$ cat config.mk
export PLATFORM = sky130hd
export DESIGN_NAME = burst_mem_selftest
export DESIGN_NICKNAME = d
export VERILOG_FILES = /design/src/rtl/tg_pkg.sv /design/src/rtl/tg_rst_sync.sv /design/src/rtl/tg_pattern.sv /design/src/rtl/tg_sequencer.sv /design/src/rtl/tg_rd_check.sv /design/src/rtl/burst_mem_selftest.sv
export SDC_FILE = /design/constraint.sdc
export NUM_CORES = 1
export LEC_CHECK = 0
export ABC_CLOCK_PERIOD_IN_PS = 3200
export BUFFER_PORTS_ARGS = -buffer_cell sky130_fd_sc_hd__clkbuf_2
export CAP_MARGIN = 20
export CELL_PAD_IN_SITES_DETAIL_PLACEMENT = 0
export CELL_PAD_IN_SITES_GLOBAL_PLACEMENT = 1
export CORE_ASPECT_RATIO = 1.75
export CORE_MARGIN = 2
export CORE_UTILIZATION = 43
export DETAILED_ROUTE_END_ITERATION = 8
export GPL_TIMING_DRIVEN = 0
export PLACE_DENSITY = 0.88
export SYNTH_ARGS = -nofsm -noshare
export SYNTH_HDL_FRONTEND = slang
export SYNTH_HIERARCHICAL = 1
export SYNTH_SLANG_ARGS = --single-unit
$ cat constraint.sdc
create_clock -name clk -period 3.2 [get_ports clk]
set_input_delay 0.32 -clock clk [delete_from_list [all_inputs] [get_ports clk]]
set_output_delay 0.32 -clock clk [all_outputs]
set_load 0.005 [all_outputs]
$ cat src/rtl/tg_pkg.sv
`timescale 1ns/1ps
package tg_pkg;
  typedef enum logic [1:0] {SQ_IDLE, SQ_WRITE, SQ_READ, SQ_END} sq_state_e;

  // spacing between command strobes for a given burst length
  function automatic int unsigned cmd_gap(input int unsigned burst_len);
    return burst_len / 4 + 11;
  endfunction
endpackage

$ cat src/rtl/tg_rst_sync.sv
`timescale 1ns/1ps
module tg_rst_sync (
  input  logic clk,
  input  logic arst_n,
  output logic rst_n_o
);
  logic [1:0] sync_q;

  always_ff @(posedge clk or negedge arst_n) begin
    if (!arst_n) sync_q <= 2'b00;
    else         sync_q <= {sync_q[0], 1'b1};
  end

  assign rst_n_o = sync_q[1];
endmodule

$ cat src/rtl/tg_pattern.sv
`timescale 1ns/1ps
module tg_pattern #(
  parameter int ADDR_W = 22,
  parameter int BEAT_W = 2,
  parameter int DATA_W = 32,
  parameter logic [DATA_W-1:0] SALT = 32'h5A5AC3C3,
  parameter logic [DATA_W-1:0] TAPS = 32'h80200003
) (
  input  logic [ADDR_W-1:0] addr_i,
  input  logic [BEAT_W-1:0] beat_i,
  output logic [DATA_W-1:0] word_o
);
  logic [DATA_W-1:0] seed;

  always_comb begin
    seed   = ((DATA_W'(addr_i) << 8) | DATA_W'(beat_i)) ^ SALT;
    word_o = (seed >> 1) ^ (seed[0] ? TAPS : '0);
  end
endmodule

$ cat src/rtl/tg_sequencer.sv
`timescale 1ns/1ps
module tg_sequencer
  import tg_pkg::*;
#(
  parameter int ADDR_W    = 22,
  parameter int DATA_W    = 32,
  parameter int BEATS     = 4,
  parameter int N_BURSTS  = 4,
  parameter int GAP       = 15,
  parameter int STEP      = 8,
  parameter int BASE_ADDR = 0,
  parameter logic [DATA_W-1:0] SALT = 32'h5A5AC3C3,
  parameter logic [DATA_W-1:0] TAPS = 32'h80200003
) (
  input  logic              clk,
  input  logic              rst_n,
  input  logic              init_done_i,
  output logic              cmd_en_o,
  output logic              cmd_o,
  output logic [ADDR_W-1:0] addr_o,
  output logic [DATA_W-1:0] wr_data_o,
  output logic              rd_issue_o
);
  localparam int GAP_W  = $clog2(GAP);
  localparam int OP_W   = (N_BURSTS > 1) ? $clog2(N_BURSTS) : 1;
  localparam int BEAT_W = $clog2(BEATS);

  sq_state_e         st_q, st_d;
  logic [GAP_W-1:0]  gap_q, gap_d;
  logic [OP_W-1:0]   op_q, op_d;
  logic              wb_act_q, wb_act_d;
  logic [BEAT_W-1:0] wb_beat_q, wb_beat_d;
  logic [ADDR_W-1:0] wb_addr_q, wb_addr_d;
  logic              issue, wr_issue;
  logic [ADDR_W-1:0] cur_addr, pat_addr;
  logic [BEAT_W-1:0] pat_beat;
  logic [DATA_W-1:0] pat_word;

  // command pacing and phase control
  always_comb begin
    issue    = ((st_q == SQ_WRITE) || (st_q == SQ_READ)) && (gap_q == '0);
    wr_issue = issue && (st_q == SQ_WRITE);
    cur_addr = ADDR_W'(BASE_ADDR) + ADDR_W'(op_q) * ADDR_W'(STEP);
    st_d  = st_q;
    gap_d = gap_q;
    op_d  = op_q;
    if (st_q == SQ_IDLE) begin
      if (init_done_i) begin
        st_d  = SQ_WRITE;
        gap_d = '0;
        op_d  = '0;
      end
    end else if (issue) begin
      gap_d = GAP_W'(GAP - 1);
      if (op_q == OP_W'(N_BURSTS - 1)) begin
        op_d = '0;
        st_d = (st_q == SQ_WRITE) ? SQ_READ : SQ_END;
      end else begin
        op_d = op_q + 1'b1;
      end
    end else if (gap_q != '0) begin
      gap_d = gap_q - 1'b1;
    end
  end

  // write beat sequencing
  always_comb begin
    wb_act_d  = wb_act_q;
    wb_beat_d = wb_beat_q;
    wb_addr_d = wb_addr_q;
    if (wr_issue) begin
      wb_act_d  = 1'b1;
      wb_beat_d = BEAT_W'(1);
      wb_addr_d = cur_addr;
    end else if (wb_act_q) begin
      if (wb_beat_q == BEAT_W'(BEATS - 1)) wb_act_d  = 1'b0;
      else                                 wb_beat_d = wb_beat_q + 1'b1;
    end
    pat_addr = wr_issue ? cur_addr : wb_addr_q;
    pat_beat = wr_issue ? '0 : wb_beat_q;
  end

  tg_pattern #(
    .ADDR_W(ADDR_W), .BEAT_W(BEAT_W), .DATA_W(DATA_W), .SALT(SALT), .TAPS(TAPS)
  ) wr_pat_i (
    .addr_i(pat_addr), .beat_i(pat_beat), .word_o(pat_word)
  );

  always_ff @(posedge clk or negedge rst_n) begin
    if (!rst_n) begin
      st_q      <= SQ_IDLE;
      gap_q     <= '0;
      op_q      <= '0;
      wb_act_q  <= 1'b0;
      wb_beat_q <= '0;
      wb_addr_q <= '0;
    end else begin
      st_q      <= st_d;
      gap_q     <= gap_d;
      op_q      <= op_d;
      wb_act_q  <= wb_act_d;
      wb_beat_q <= wb_beat_d;
      wb_addr_q <= wb_addr_d;
    end
  end

  assign cmd_en_o   = issue;
  assign cmd_o      = wr_issue;
  assign addr_o     = issue ? cur_addr : '0;
  assign wr_data_o  = (wr_issue || wb_act_q) ? pat_word : '0;
  assign rd_issue_o = issue && (st_q == SQ_READ);
endmodule

$ cat src/rtl/tg_rd_check.sv
`timescale 1ns/1ps
module tg_rd_check #(
  parameter int ADDR_W    = 22,
  parameter int DATA_W    = 32,
  parameter int BEATS     = 4,
  parameter int N_BURSTS  = 4,
  parameter int STEP      = 8,
  parameter int BASE_ADDR = 0,
  parameter int ERR_W     = 4,
  parameter int WD_LIMIT  = 64,
  parameter logic [DATA_W-1:0] SALT = 32'h5A5AC3C3,
  parameter logic [DATA_W-1:0] TAPS = 32'h80200003
) (
  input  logic              clk,
  input  logic              rst_n,
  input  logic              rd_issue_i,
  input  logic              rd_valid_i,
  input  logic [DATA_W-1:0] rd_data_i,
  output logic              done_o,
  output logic              fail_o,
  output logic              tmo_o,
  output logic [ERR_W-1:0]  err_o
);
  localparam int TOTAL  = N_BURSTS * BEATS;
  localparam int OWE_W  = $clog2(TOTAL + 1);
  localparam int OP_W   = (N_BURSTS > 1) ? $clog2(N_BURSTS) : 1;
  localparam int BEAT_W = $clog2(BEATS);
  localparam int WD_W   = $clog2(WD_LIMIT);

  logic [OWE_W-1:0]  owed_q, owed_d;
  logic [OP_W-1:0]   rb_q, rb_d;
  logic [BEAT_W-1:0] rbeat_q, rbeat_d;
  logic [WD_W-1:0]   wd_q, wd_d;
  logic [ERR_W-1:0]  err_q, err_d;
  logic              done_q, done_d, fail_q, fail_d, tmo_q, tmo_d;
  logic              accept, mismatch, last, wd_run, wd_hit;
  logic [ADDR_W-1:0] exp_addr;
  logic [DATA_W-1:0] exp_word;

  always_comb exp_addr = ADDR_W'(BASE_ADDR) + ADDR_W'(rb_q) * ADDR_W'(STEP);

  tg_pattern #(
    .ADDR_W(ADDR_W), .BEAT_W(BEAT_W), .DATA_W(DATA_W), .SALT(SALT), .TAPS(TAPS)
  ) rd_pat_i (
    .addr_i(exp_addr), .beat_i(rbeat_q), .word_o(exp_word)
  );

  always_comb begin
    accept   = rd_valid_i && (owed_q != '0) && !done_q;
    mismatch = accept && (rd_data_i != exp_word);
    last     = accept && (rb_q == OP_W'(N_BURSTS - 1)) && (rbeat_q == BEAT_W'(BEATS - 1));
    wd_run   = (owed_q != '0) && !done_q && !accept;
    wd_hit   = wd_run && (wd_q == WD_W'(WD_LIMIT - 1));

    owed_d = owed_q + (rd_issue_i ? OWE_W'(BEATS) : OWE_W'(0)) - (accept ? OWE_W'(1) : OWE_W'(0));

    rb_d    = rb_q;
    rbeat_d = rbeat_q;
    if (accept) begin
      if (rbeat_q == BEAT_W'(BEATS - 1)) begin
        rbeat_d = '0;
        rb_d    = rb_q + 1'b1;
      end else begin
        rbeat_d = rbeat_q + 1'b1;
      end
    end

    err_d  = (mismatch && (err_q != '1)) ? err_q + 1'b1 : err_q;
    fail_d = fail_q | mismatch | wd_hit;
    tmo_d  = tmo_q | wd_hit;
    done_d = done_q | last | wd_hit;
    wd_d   = wd_run ? (wd_hit ? wd_q : wd_q + 1'b1) : '0;
  end

  always_ff @(posedge clk or negedge rst_n) begin
    if (!rst_n) begin
      owed_q  <= '0;
      rb_q    <= '0;
      rbeat_q <= '0;
      wd_q    <= '0;
      err_q   <= '0;
      done_q  <= 1'b0;
      fail_q  <= 1'b0;
      tmo_q   <= 1'b0;
    end else begin
      owed_q  <= owed_d;
      rb_q    <= rb_d;
      rbeat_q <= rbeat_d;
      wd_q    <= wd_d;
      err_q   <= err_d;
      done_q  <= done_d;
      fail_q  <= fail_d;
      tmo_q   <= tmo_d;
    end
  end

  assign done_o = done_q;
  assign fail_o = fail_q;
  assign tmo_o  = tmo_q;
  assign err_o  = err_q;
endmodule

$ cat src/rtl/burst_mem_selftest.sv
`timescale 1ns/1ps
module burst_mem_selftest
  import tg_pkg::*;
#(
  parameter int ADDR_W    = 22,
  parameter int DQ_W      = 8,
  parameter int BURST_LEN = 16,
  parameter int N_BURSTS  = 4,
  parameter int BASE_ADDR = 256,
  parameter int ERR_W     = 4,
  parameter int WD_LIMIT  = 64,
  parameter logic [4*DQ_W-1:0] SALT = 32'h5A5AC3C3,
  parameter logic [4*DQ_W-1:0] TAPS = 32'h80200003
) (
  input  logic                clk,
  input  logic                rst_n,
  input  logic                init_done,
  output logic                cmd_en,
  output logic                cmd,
  output logic [ADDR_W-1:0]   addr,
  output logic [4*DQ_W-1:0]   wr_data,
  output logic [4*DQ_W/8-1:0] wr_mask,
  input  logic [4*DQ_W-1:0]   rd_data,
  input  logic                rd_valid,
  output logic                done,
  output logic                pass,
  output logic                fail,
  output logic                timed_out,
  output logic [ERR_W-1:0]    err_cnt
);
  localparam int DATA_W = 4 * DQ_W;
  localparam int BEATS  = BURST_LEN / 4;
  localparam int STEP   = BURST_LEN / 2;
  localparam int GAP    = int'(cmd_gap(BURST_LEN));

  logic core_rst_n;
  logic rd_issue;

  tg_rst_sync rst_i (.clk(clk), .arst_n(rst_n), .rst_n_o(core_rst_n));

  tg_sequencer #(
    .ADDR_W(ADDR_W), .DATA_W(DATA_W), .BEATS(BEATS), .N_BURSTS(N_BURSTS),
    .GAP(GAP), .STEP(STEP), .BASE_ADDR(BASE_ADDR), .SALT(SALT), .TAPS(TAPS)
  ) seq_i (
    .clk(clk), .rst_n(core_rst_n), .init_done_i(init_done),
    .cmd_en_o(cmd_en), .cmd_o(cmd), .addr_o(addr), .wr_data_o(wr_data),
    .rd_issue_o(rd_issue)
  );

  tg_rd_check #(
    .ADDR_W(ADDR_W), .DATA_W(DATA_W), .BEATS(BEATS), .N_BURSTS(N_BURSTS),
    .STEP(STEP), .BASE_ADDR(BASE_ADDR), .ERR_W(ERR_W), .WD_LIMIT(WD_LIMIT),
    .SALT(SALT), .TAPS(TAPS)
  ) chk_i (
    .clk(clk), .rst_n(core_rst_n), .rd_issue_i(rd_issue),
    .rd_valid_i(rd_valid), .rd_data_i(rd_data),
    .done_o(done), .fail_o(fail), .tmo_o(timed_out), .err_o(err_cnt)
  );

  assign wr_mask = '0;
  assign pass    = done & ~fail;
endmodule

==> metrics.txt <==
Startpoint Class=flop; grt total ovfl=0; share of cells above drive strength 1=approximately a third; Storage cell area=between 0.001 and 0.0015 mm^2; RSZ-0062 raised after global routing=no; die height=between 100 and 150 um; Synth area leaders=dfrtp_1 (38%), buf_4 (13%), nor2b_1 (9.1%), xnor2_1 (8.6%), ha_1 (5.3%); initial core utilization=between 40% and 50%; setup_tns=0 ps; Cell variety after synth=49; worst path buffer plus inverter count=4; clock latency on the worst-skew pair=~320 ps; routed length on met1=~2600 um; WP data arrival=about 2500 ps; drt wl/cell=between 10 and 15 um; Min-Delay Path Class=flop to asynchronous set/reset pin; number of synthesized flops with an enable pin=0; delay of the slowest critical-path stage=between 300 and 400 ps; # clock sinks=57; DR pass1 iterations=4; post-layout min period=approximately 2800 ps; post-synthesis async set-or-reset flop share=between 90% and 100%; final-report max-slew violation count=0; dpl hpwl=5220 um; Leak=between 2 and 2.5 nW; most common cell in the netlist=buf_4; Seq/Total Area, Yosys=approximately 38%; Area Overhead vs Synth=28.3%; Total GRT Usage=between 10 and 15%; peak supply drop=between 200 and 300 uV; vias in the first global route=2572; DIE AREA=approximately 0.0095 mm^2; Max Clock Skew=about 5 ps; area share of the largest cell type after synthesis=around 38%; Max-Cap Viols=0; global placer's final weighted congestion=around 0.73; Crit. End Element=output port; Die Wd=74.7 um; CTS Buffer Depth=2; Yosys warnings=6; met2 wire length=3510 um; outcome=finished clean; Top Ports=roughly 100; CP Depth=10; final hold slack=173 ps; slowest CP cell=dfrtp_1; Final setup viols=0; Final Power=around 0.0026 W; Main synth FF type=dfrtp_1; CTS tree=yes; Mapped Area=~0.0038 mm^2; Filler cells=around 790; pre-CTS setup slack=around 660 ps; Root Driver=clkbuf_16; Layout Nets=between 500 and 600; Critical Path RT=~2900 ps; delay-heaviest family, CP=simple AND/OR/NAND/NOR gates; FMAX=359 MHz; first-iteration detailed-routing DRC count=89; fin crit share=between 80% and 90%; Num CTS Buffers=9; highest routed layer=met4; final wirelength=between 6000 and 7000 um; DR WL met3=approximately 400 um; CP Max Fanout=10; worst r2r dst=chk_i/owed_q[4]; DRT antenna net count=0; P per Cell Area=approximately 540 mW/mm^2; most used cell along the critical path=nor2b_1; R2R Path Start=seq_i/st_q[1]; DRC=0; initial antenna violation count=0; Reg2Reg Setup Slack=660 ps; first-pass GRT wire length=between 10000 and 15000 um; largest area contributor in the netlist=dfrtp_1; end point of the critical path=wr_data[0]; commonest cells in the synthesized netlist=buf_4 (63), dfrtp_1 (57), nor2b_1 (55); antenna diode count=0; area taken by multi-input logic gates=around 0.0019 mm^2; total number of vias=~2700; R2R depth=12; Syn Inst Count=~390; Seq cells post-synth=between 50 and 60; Via density=approximately 4.2; WS Path Type=flop to output port; CTS HTree Levels=3; syn avg cell area=9.72 um^2; Crit. Startpoint=seq_i/gap_q[0]; core footprint=~0.0086 mm^2; Final WS setup=approximately 410 ps; pin count of the biggest net entering global routing=43; Hold Fails Final Rpt=0; critical path, cell by cell=inv_1, ha_1, nor3b_1, and3_1, buf_6, buf_4, nor2b_1, xor2_1, nor2b_1, clkbuf_2; clk slew on worst S/H paths=about 50 ps; PortBufs=76; Site Rows=between 40 and 50
## cell families (layout without fill, tap and decap cells)
logic type | count (synthesis) | after routing | synth area share [%]
and+or+nand+nor | 109 | 109 | 18.3
other | 9 | 58 | 0.898
xor gates and xnor gates | 43 | 43 | 10.0
AOI/OAI and AO/OA | 33 | 33 | 5.99
adders and majority gates | 17 | 17 | 5.85
DFF | 57 | 57 | 37.9
buffers and inverters | 108 | 202 | 17.8
muxes | 11 | 11 | 3.26
## worst register-to-register path: cells and delay by family (launching register included)
family,cells,cell delay [ps]
XOR/XNOR,1,130
AND/OR/NAND/NOR,2,390
adder cells (fa/ha/maj),3,890
AO/OA/AOI/OAI,2,330
flip-flops,1,370
buffers and inverters,4,350
## layout by cell type (no fill, tap or decap), types with 9 or more instances in the layout
cell type   n
clkbuf_16   9
clkbuf_2   76
buf_4      63
ha_1       16
inv_1      37
nor2b_1    55
dfrtp_1    56
xnor2_1    37
nand4_1     9
conb_1     58
## final cells by class
type	instances	share of cell area, %
timing repair buffer	78	8.51
inverter	38	2.96
clock buffer	11	5.03
multi-input combinational	271	38.4
tap	117	3.03
clock inverter	5	1.63
buffer	70	10.9
sequential	57	29.6
## flip-flops by register name, summed over array words and instances (netlist names), 4 cells and up
register	count
chk_i/owed_q	5
seq_i/wb_addr_q	22
chk_i/wd_q	6
seq_i/gap_q	4
chk_i/err_o	4
## layer usage
metal,up-vias,global-route usage (%)
met5,-,0
met4,0,6.20
met3,9,5.11
met2,79,26.7
met1,1220,15.4
li1,1389,-
## through the flow
stage          instances  area [um^2]  utilization (%)
2_1_floorplan        436         3950                -
3_3_place_gp         629         4470             51.9
3_5_place_dp         630         4490             52.2
4_1_cts              647         4820             56.0
5_1_grt              647         4820             56.0
6_report             647         4820             56.0
## how the worst min path moves through the flow
stage	cells past startpoint	slack [ps]	endpoint
after global routing	0	210	seq_i/op_q[1]
after global placement	1	110	rst_i/sync_q[0]
after detailed placement	1	110	rst_i/sync_q[0]
final	0	170	seq_i/st_q[1]
after floorplan	0	20	rst_i/sync_q[0]
after CTS	0	190	seq_i/st_q[1]
## report_power, final
group	switching, W	leakage (nW)	internal (W)
Sequential	0.000111	0.706	0.000832
Combinational	0.000296	1.61	0.000367
Clock	0.000314	0.159	0.000700
Total	0.000721	2.48	0.00190
## what timing repair did
item,4_1_cts,5_1_grt
hold endpoints to repair,2,0
hold buffers,1,0
gates resized for setup,0,0
setup buffers,0,0
Note: power is estimated with default switching activity, not from simulation.
